`src/rtl/dbt_pkg.sv`:
```
package dbt_pkg;
  localparam int SJW_W = 4;
  localparam int TS2_W = 4;
  localparam int TS1_W = 5;
  localparam int BRP_W = 5;
  localparam int SJW_LSB = 0;
  localparam int TS2_LSB = 4;
  localparam int TS1_LSB = 8;
  localparam int BRP_LSB = 16;
  localparam int TDC_BIT = 23;
  // quantum index wide enough for an extended first segment
  localparam int Q_W = TS1_W + 2;

  typedef struct packed {
    logic             tdc;
    logic [BRP_W-1:0] brp;
    logic [TS1_W-1:0] ts1;
    logic [TS2_W-1:0] ts2;
    logic [SJW_W-1:0] sjw;
  } dbt_cfg_t;

  typedef enum logic [1:0] {
    PH_SYNC = 2'd0,
    PH_SEG1 = 2'd1,
    PH_SEG2 = 2'd2
  } dbt_phase_e;

  function automatic logic [31:0] field_mask(input int lsb, input int w);
    logic [31:0] m;
    m = '0;
    for (int i = 0; i < w; i++) m[lsb+i] = 1'b1;
    return m;
  endfunction

  localparam logic [31:0] WR_MASK =
    field_mask(SJW_LSB, SJW_W) | field_mask(TS2_LSB, TS2_W) |
    field_mask(TS1_LSB, TS1_W) | field_mask(BRP_LSB, BRP_W) |
    field_mask(TDC_BIT, 1);
endpackage

```
`src/rtl/dbt_cfg_reg.sv`:
```
module dbt_cfg_reg
  import dbt_pkg::*;
#(
  parameter int REG_W = 32
) (
  input  logic             clk,
  input  logic             rst_n,
  input  logic             wr,
  input  logic             init,
  input  logic             unlock,
  input  logic [REG_W-1:0] wdata,
  output logic [REG_W-1:0] rdata,
  output dbt_cfg_t         cfg
);
  localparam logic [REG_W-1:0] MASK = REG_W'(WR_MASK);

  logic [REG_W-1:0] word_q;
  logic             wr_ok;

  assign wr_ok = wr && init && unlock;

  always_ff @(posedge clk or negedge rst_n) begin
    if (!rst_n)     word_q <= '0;
    else if (wr_ok) word_q <= wdata & MASK;
  end

  assign rdata   = word_q;
  assign cfg.sjw = word_q[SJW_LSB +: SJW_W];
  assign cfg.ts2 = word_q[TS2_LSB +: TS2_W];
  assign cfg.ts1 = word_q[TS1_LSB +: TS1_W];
  assign cfg.brp = word_q[BRP_LSB +: BRP_W];
  assign cfg.tdc = word_q[TDC_BIT];


  cfg_hold_chk: assert property (@(posedge clk) disable iff (!rst_n)
    !(wr && init && unlock) |=> $stable(rdata));
endmodule

```
`src/rtl/dbt_prescaler.sv`:
```
module dbt_prescaler #(
  parameter int BRP_W = 5
) (
  input  logic             clk,
  input  logic             rst_n,
  input  logic             run,
  input  logic [BRP_W-1:0] brp,
  output logic             tick
);
  logic [BRP_W-1:0] pc;

  assign tick = run && (pc == brp);

  always_ff @(posedge clk or negedge rst_n) begin
    if (!rst_n)          pc <= '0;
    else if (!run || tick) pc <= '0;
    else                 pc <= pc + 1'b1;
  end


  tq_spacing_chk: assert property (@(posedge clk) disable iff (!rst_n)
    run && !tick |=> pc == $past(pc) + 1'b1);
endmodule

```
`src/rtl/dbt_seg_seq.sv`:
```
module dbt_seg_seq
  import dbt_pkg::*;
#(
  parameter int TS1_W = dbt_pkg::TS1_W,
  parameter int TS2_W = dbt_pkg::TS2_W,
  parameter int SJW_W = dbt_pkg::SJW_W,
  parameter int Q_W   = dbt_pkg::Q_W
) (
  input  logic             clk,
  input  logic             rst_n,
  input  logic             run,
  input  logic             tick,
  input  logic             rx_edge,
  input  logic [TS1_W-1:0] ts1,
  input  logic [TS2_W-1:0] ts2,
  input  logic [SJW_W-1:0] sjw,
  output logic             sample_stb,
  output logic             bit_end_stb
);
  dbt_phase_e       phase, nxt_phase;
  logic [Q_W-1:0]   q, nxt_q, lim1, jump, ext1, ts2_q;
  logic [TS2_W-1:0] lim2, short2;
  logic             used, edge_act, room;

  assign jump   = Q_W'(sjw) + Q_W'(1);
  assign ext1   = Q_W'(ts1) + jump;
  assign ts2_q  = Q_W'(ts2);
  assign sample_stb  = tick && (phase == PH_SEG1) && (q == lim1);
  assign bit_end_stb = tick && (phase == PH_SEG2) && (q == Q_W'(lim2));

  always_comb begin
    nxt_phase = phase;
    nxt_q     = q;
    if (tick) begin
      case (phase)
        PH_SYNC: begin nxt_phase = PH_SEG1; nxt_q = '0; end
        PH_SEG1: if (q == lim1) begin nxt_phase = PH_SEG2; nxt_q = '0; end
                 else nxt_q = q + 1'b1;
        PH_SEG2: if (q == Q_W'(lim2)) begin nxt_phase = PH_SYNC; nxt_q = '0; end
                 else nxt_q = q + 1'b1;
        default: begin nxt_phase = PH_SYNC; nxt_q = '0; end
      endcase
    end
  end

  // an edge is judged by the segment the next clock belongs to
  assign edge_act = rx_edge && !used && (phase != PH_SYNC) && (nxt_phase != PH_SYNC);
  assign room     = ts2_q >= (nxt_q + jump);
  assign short2   = room ? TS2_W'(ts2_q - jump) : TS2_W'(nxt_q);

  always_ff @(posedge clk or negedge rst_n) begin
    if (!rst_n) begin
      phase <= PH_SYNC;
      q     <= '0;
      lim1  <= '0;
      lim2  <= '0;
      used  <= 1'b0;
    end else if (!run) begin
      phase <= PH_SYNC;
      q     <= '0;
      lim1  <= Q_W'(ts1);
      lim2  <= ts2;
      used  <= 1'b0;
    end else begin
      phase <= nxt_phase;
      q     <= nxt_q;
      if (phase == PH_SYNC) begin
        lim1 <= Q_W'(ts1);
        lim2 <= ts2;
        used <= 1'b0;
      end else if (edge_act) begin
        used <= 1'b1;
        if (nxt_phase == PH_SEG1) lim1 <= ext1;
        else                      lim2 <= short2;
      end
    end
  end


  end_to_sync_chk: assert property (@(posedge clk) disable iff (!rst_n)
    bit_end_stb |=> (phase == PH_SYNC) && (q == '0));


  one_jump_chk: assert property (@(posedge clk) disable iff (!rst_n)
    used && run && (phase != PH_SYNC) |=> $stable(lim1) && $stable(lim2));


  sample_edge_chk: assert property (@(posedge clk) disable iff (!rst_n)
    run && sample_stb && rx_edge && !used |=> (phase == PH_SEG2) && used);
endmodule

```
`src/rtl/dbt_engine.sv`:
```
module dbt_engine
  import dbt_pkg::*;
#(
  parameter int REG_W = 32
) (
  input  logic             clk,
  input  logic             rst_n,
  input  logic             cfg_init,
  input  logic             cfg_unlock,
  input  logic             cfg_wr,
  input  logic [REG_W-1:0] cfg_wdata,
  output logic [REG_W-1:0] cfg_rdata,
  input  logic             rx_edge,
  output logic             tq_tick,
  output logic             sample_stb,
  output logic             bit_end_stb,
  output logic             tdc_en
);
  dbt_cfg_t cfg;
  logic     run;

  assign run    = !cfg_init;
  assign tdc_en = cfg.tdc;

  dbt_cfg_reg #(.REG_W(REG_W)) i_cfg (
    .clk(clk), .rst_n(rst_n), .wr(cfg_wr), .init(cfg_init),
    .unlock(cfg_unlock), .wdata(cfg_wdata), .rdata(cfg_rdata), .cfg(cfg)
  );

  dbt_prescaler #(.BRP_W(BRP_W)) i_psc (
    .clk(clk), .rst_n(rst_n), .run(run), .brp(cfg.brp), .tick(tq_tick)
  );

  dbt_seg_seq #(.TS1_W(TS1_W), .TS2_W(TS2_W), .SJW_W(SJW_W), .Q_W(Q_W)) i_seq (
    .clk(clk), .rst_n(rst_n), .run(run), .tick(tq_tick), .rx_edge(rx_edge),
    .ts1(cfg.ts1), .ts2(cfg.ts2), .sjw(cfg.sjw),
    .sample_stb(sample_stb), .bit_end_stb(bit_end_stb)
  );


  idle_quiet_chk: assert property (@(posedge clk) disable iff (!rst_n)
    cfg_init |-> !tq_tick && !sample_stb && !bit_end_stb);
endmodule

```
`config.mk`:
```
export PLATFORM = sky130hd
export DESIGN_NAME = dbt_engine
export DESIGN_NICKNAME = d
export VERILOG_FILES = /design/src/rtl/dbt_pkg.sv /design/src/rtl/dbt_cfg_reg.sv /design/src/rtl/dbt_prescaler.sv /design/src/rtl/dbt_seg_seq.sv /design/src/rtl/dbt_engine.sv
export SDC_FILE = /design/constraint.sdc
export NUM_CORES = 1
export LEC_CHECK = 0
export CORE_MARGIN = 5
export CORE_UTILIZATION = 24
export DETAILED_ROUTE_END_ITERATION = 7
export SLEW_MARGIN = 20
export SYNTH_ARGS = -nofsm -noshare
export SYNTH_HDL_FRONTEND = slang
export SYNTH_SLANG_ARGS = --single-unit
```
`constraint.sdc`:
```
create_clock -name clk -period 8.8 [get_ports clk]
set_clock_uncertainty 0.05 [all_clocks]
set_input_delay 2.2 -clock clk [delete_from_list [all_inputs] [get_ports clk]]
set_output_delay 2.2 -clock clk [all_outputs]
set_load 0.01 [all_outputs]
```
==> flow_summary_export.csv, run 1 <==
group,metric,value,unit
logic_synthesis,yosysTopAreaCell,"dfrtp_1",
logic_synthesis,yosysUniqueCellTypes,64,
logic_synthesis,synthFlopType,"dfrtp_1",
cts,numCtsBuffers,5,
route,drt_iter0_markers,119,
die,die_h,126.2,um
logic_synthesis,yosysWarnings,0,
cts,cts-htree-levels,2,
logic_synthesis,syn-cell-area,3241,um2
logic_synthesis,synth-seq-cells,44,
grt,grt_pass1_vias,2622,
critical_path,cpLargestDelayFamily,"buffers and inverters",
cells_and_area,finish.net_count,430,
timing,fin_tns_setup,0,ns
route,wl_per_cell,14.03,um
route,drc,0,
logic_synthesis,synth-edff-count,0,
place,hpwl,5858,um
cells_and_area,layout-drive-gt1-share,11.48,%
power_and_ir_drop,power_leakage,1.723,nW
critical_path,rr_worst_depth,17,
timing,setup-violations-final,0,
run,cap_violations,0,
worst_hold_path,hold_class,"reg -> reg",
logic_synthesis,ys_seq_area_share,33.98,%
critical_path,crit_type,"in -> out",
die,row_count,42,
cells_and_area,fillCellCount,1395,
timing,rsz0062_at_grt,"false",
route,dr.pass1.iters,4,
place,place_inst,535,
critical_path,required,6.55,ns
worst_hold_path,hold_depth,1,
timing,setup_ws,1.840,ns
timing,hold_ws,0.4662,ns
cells_and_area,final_cells,542,
critical_path,slowest_stage,"or3_1",
critical_path,worst-path-max-fanout,17,
route,drtAntennaViolNets,0,
logic_synthesis,syn_inst,327,
timing,drv_slew,0,
grt,grt_overflow,0,
die,dieArea,15930,um2
logic_synthesis,synthTopCellsByArea,"dfrtp_1 34%, ha_1 8.9%, mux2_2 6.6%",
route,num_vias,2482,
die,core_area,13240,um2
power_and_ir_drop,finalPower,744.7,uW
place,dp_slack,1.797,ns
cts,clockRootBuffer,"clkbuf_16",
critical_path,critPathMostFrequentCell,"clkdlybuf4s50_1",
critical_path,end_kind,"output port",
grt,grt_pass1_wl,12910,um
place,portBuffers,47,
logic_synthesis,synth_top_area_share,33.98,%
timing,slew_headroom,31.81,%
cts,postCtsSetupBuffers,0,
cts,cts_tree,"built",
cts,clk_latency,0.29,ns
critical_path,cp_cell_sequence,"clkdlybuf4s50_1 > or3_1 > nor3_1 > clkdlybuf4s50_1",
die,die_x,126.2,um
die,num_io_pins,74,
route,wl,7605,um
grt,antenna_found_initial,0,
logic_synthesis,syn-mean-instance-area,9.910,um2
critical_path,cp.depth,4,
cts,cts_hold_buf,0,
cts,cts_buffer_depth,2,
die,start_util,24.47,%
cells_and_area,num_antenna_cells,0,
cells_and_area,syn2layout_area_growth,21.81,%
timing,tightest_slew,1.020,ns
critical_path,worstPathArrival,4.71,ns
grt,grt.total_usage,9.881,%
critical_path,start_kind,"input pin",
cts,clk_pin_slew,0.06,ns
logic_synthesis,yosysMostFrequentCell,"dfrtp_1",
power_and_ir_drop,ir_worst_vdd,0.0001214,V
timing,fin_crit,6.960,ns
timing,fin_crit_sh,79.09,%
critical_path,worst-path-buf-inv,2,
run_status,status,"complete, no violations",
critical_path,slowest_delay,0.79,ns
power_and_ir_drop,p_per_area,188.7,nW/um2
logic_synthesis,synthTopCellsByCount,"44 x dfrtp_1, 24 x nor2_1, 23 x ha_1",
timing,final_hold_viol_count,0,
route,vias_per_cell,4.579,
grt,grt_max_degree,45,
timing,max_freq,143.7,MHz
logic_synthesis,ys_async_sr_fraction,100.0,%
place,gp_congestion,0.8401,
cts,cts.sink_count,44,
cts,cts_resized,0,
[sequential cells by signal, summed over array words and instances (netlist names)]
signal / flops
i_seq.phase: 2
i_seq.used: 1
i_seq.lim2: 4
i_seq.q: 7
i_seq.lim1: 6
i_psc.pc: 5
i_cfg.rdata: 19
[per-stage QoR]
stage | utilization, % | instance area (um2)
finish | 29.81 | 3948
global route | 29.81 | 3948
floorplan | - | 3286
detailed placement | 28.64 | 3792
global placement | 28.64 | 3792
CTS | 29.79 | 3945
[kinds of logic after synthesis]
| family | count (synthesis) | share of synthesized area, % |
|---|---|---|
| AND/OR/NAND/NOR | 88 | 14.79 |
| AO/OA/AOI/OAI | 67 | 14.87 |
| flip-flops | 44 | 33.98 |
| buffers and inverters | 42 | 7.413 |
| XOR/XNOR | 30 | 8.108 |
| multiplexers | 28 | 9.691 |
| adder cells (fa/ha/maj) | 27 | 11.04 |
| other | 1 | 0.1157 |
[area by class of cell]
class / instances / area [um2] / share of cell area (%)
Multi-Input combinational cell: 253 / 1944 / 49.25
Inverter: 15 / 61.31 / 1.553
Sequential cell: 44 / 1101 / 27.89
Clock buffer: 7 / 152.6 / 3.867
Timing Repair Buffer: 47 / 467.9 / 11.85
Tap cell: 176 / 220.2 / 5.578
[cell usage in the layout (no fill, tap or decap), drive strengths merged, types with 12 or more instances in the layout]
cell / instances
inv: 14
nor2: 24
conb: 13
ha: 23
dfrtp: 44
a21oi: 12
mux2: 21
xnor2: 14
clkdlybuf4s50: 46
o21ai: 15
nand2: 17
xor2: 16
[worst reg2reg max path, delay by kind of cell, from the launching register on]
kind	cells	cell delay (ns)
buffers and inverters	2	0.36
adders and majority gates	2	0.74
DFF	1	0.41
xor gates and xnor gates	3	0.55
and+or+nand+nor	3	0.90
AOI/OAI and AO/OA	6	1.28
muxes	1	0.32
[final timing paths]
check / from / to / slack [ns]
worst max-delay path: cfg_init / sample_stb / 1.84
worst min-delay path: i_psc.pc[0] / i_psc.pc[0] / 0.47
worst max register to register: i_cfg.rdata[20] / i_seq.lim2[2] / 4.13
worst min register to register: i_psc.pc[0] / i_psc.pc[0] / 0.47
max in group asynchronous: rst_n / i_psc.pc[3] / 6.44
min in group asynchronous: rst_n / i_cfg.rdata[7] / 1.86
[power breakdown]
part / leakage, nW / internal [mW] / switching [mW]
combinational: 1.09 / 0.151 / 0.138
sequential: 0.553 / 0.230 / 0.0310
clock: 0.0760 / 0.119 / 0.0758
total: 1.72 / 0.500 / 0.244
[routing by layer]
layer,up-vias,share of wire [%],GRT usage (%)
met5,-,0,0
met2,49,52,17.84
met4,0,2.4,4.290
met1,1205,43,11.45
met3,16,3.0,1.651
li1,1212,-,-
Power figures use the tool's default switching activity.
==> run 2: changes to the inputs <==
==> constraint.sdc (replaced) <==
create_clock -name clk -period 7 [get_ports clk]
set_clock_uncertainty 0.05 [all_clocks]
set_input_delay 1.75 -clock clk [delete_from_list [all_inputs] [get_ports clk]]
set_output_delay 1.75 -clock clk [all_outputs]
set_load 0.01 [all_outputs]
==> run 2 against run 1 <==
Sequential cell count stayed put; clock power increased by 37%; total power increased by 29%; final cell count is 0.55% higher.
==> flow_summary_export.csv, run 2 (synthesis results as in run 1) <==
group,metric,value,unit
die,row_count,42,
cells_and_area,finish.net_count,432,
grt,grt.total_usage,9.832,%
critical_path,critPathMostFrequentCell,"clkdlybuf4s50_1",
die,num_io_pins,74,
grt,grt_pass1_wl,13000,um
timing,drv_slew,0,
cts,clk_latency,0.29,ns
critical_path,slowest_stage,"clkdlybuf4s50_1",
power_and_ir_drop,finalPower,959.3,uW
critical_path,r2r_slack,2.40,ns
run_status,status,"complete, no violations",
grt,grt_overflow,0,
timing,setup-violations-final,0,
critical_path,cp_cell_sequence,"clkdlybuf4s50_1 > or3_1 > buf_4 > nor3_1 > clkdlybuf4s50_1",
cells_and_area,final_cells,545,
place,gp_congestion,0.8241,
route,drc,0,
critical_path,crit_type,"in -> out",
route,num_vias,2534,
cells_and_area,final_common_cell,"clkdlybuf4s50_1",
cts,cts_hold_buf,0,
timing,fin_tns_setup,0,ns
critical_path,rr_worst_depth,18,
cells_and_area,final_cell_mix,"46 x clkdlybuf4s50_1, 44 x dfrtp_1, 24 x nor2_1",
place,portBuffers,47,
cts,cts.sink_count,44,
route,vias_per_cell,4.650,
cts,postCtsSetupBuffers,0,
power_and_ir_drop,p_per_area,241.4,nW/um2
timing,rsz0062_at_grt,"false",
power_and_ir_drop,power_leakage,1.737,nW
cts,cts_tree,"built",
grt,grt_pass1_vias,2616,
worst_hold_path,holdPathEnd,"i_psc.pc[0]",
place,hpwl,5841,um
die,die_h,126.2,um
grt,antenna_found_initial,0,
cts,clockRootBuffer,"clkbuf_16",
route,drt_iter0_markers,221,
timing,slew_headroom,30.86,%
critical_path,worst-path-max-fanout,9,
cts,numCtsBuffers,5,
cells_and_area,layout-drive-gt1-share,11.92,%
cts,cts_resized,0,
worst_hold_path,hold_class,"reg -> reg",
route,dr.pass1.iters,5,
die,dieArea,15930,um2
route,drtAntennaViolNets,0,
cts,cts-htree-levels,2,
die,start_util,24.47,%
critical_path,worstPathArrival,3.83,ns
run,cap_violations,0,
place,place_inst,537,
route,wl,7686,um
timing,fin_crit,5.632,ns
critical_path,timing.rr.end,"i_seq.lim2[2]",
cells_and_area,syn2layout_area_growth,22.63,%
critical_path,required,5.20,ns
die,die_x,126.2,um
critical_path,slowest_delay,0.59,ns
timing,max_freq,177.6,MHz
cells_and_area,num_antenna_cells,0,
power_and_ir_drop,ir_worst_vdd,0.0001340,V
cells_and_area,finish.utilization,30.01,%
timing,tightest_slew,1.034,ns
die,core_area,13240,um2
worst_hold_path,min_from,"i_psc.pc[0]",
cts,clk_pin_slew,0.06,ns
cells_and_area,largest_register_ffs,19,
critical_path,start_kind,"input pin",
route,wl_per_cell,14.10,um
timing,fin_crit_sh,80.46,%
timing,final_hold_viol_count,0,
critical_path,r2r_start,"i_seq.q[2]",
grt,grt_max_degree,45,
critical_path,end_kind,"output port",
cts,cts_buffer_depth,2,
worst_hold_path,hold_depth,1,
-- run 2: cell types whose count changed in the layout (fill, tap and decap cells not counted), sizes merged --
cell    before  now
bufinv       0    1
clkinv       1    2
buf          1    3
clkbuf       7    6
-- run 2: per-stage QoR --
stage / setup slack (ns) / hold slack [ns] / instance area (um2)
floorplan: 1.750 / 0.4240 / 3286
global route: 1.192 / 0.4948 / 3974
CTS: 1.355 / 0.4705 / 3971
detailed placement: 1.128 / 0.4619 / 3807
finish: 1.368 / 0.4695 / 3974
global placement: 1.122 / 0.4476 / 3807
-- run 2: layout make-up --
class	count	area (um2)
fill	1380	9269
multi-input combinational	253	1944
sequential	44	1101
timing repair buffer	49	483.0
tap	176	220.2
clock buffer	6	128.9
inverter	15	61.31
clock inverter	2	35.03
-- run 2: routing by layer --
layer | track usage, % | part of all wire (%) | up-vias
met5 | 0 | 0 | -
met4 | 3.533 | 2.5 | 0
met3 | 1.778 | 4.6 | 9
met2 | 17.53 | 51 | 78
met1 | 11.81 | 41 | 1234
li1 | - | - | 1213
-- run 2: worst max-delay path, delay by kind of cell --
kind / cells / cell delay, ns
buffers and inverters: 3 / 1.25
and+or+nand+nor: 2 / 0.82
-- run 2: worst max path at each step --
stage	startpoint	end	cells after the start	slack, ns
3_3_place_gp	cfg_init	i_seq.lim2[2]	16	1.12
2_1_floorplan	cfg_init	i_seq.lim2[0]	19	1.75
5_1_grt	cfg_init	i_seq.lim2[2]	16	1.19
4_1_cts	cfg_init	sample_stb	5	1.36
3_5_place_dp	cfg_init	i_seq.lim2[2]	16	1.13
6_report	cfg_init	sample_stb	5	1.37
-- run 2: report_power, final --
part           total [mW]  leakage, nW  switching, mW  internal (mW)
logic               0.364         1.10          0.173          0.191
clock network       0.267       0.0808         0.0989          0.168
registers           0.328        0.553         0.0390          0.290
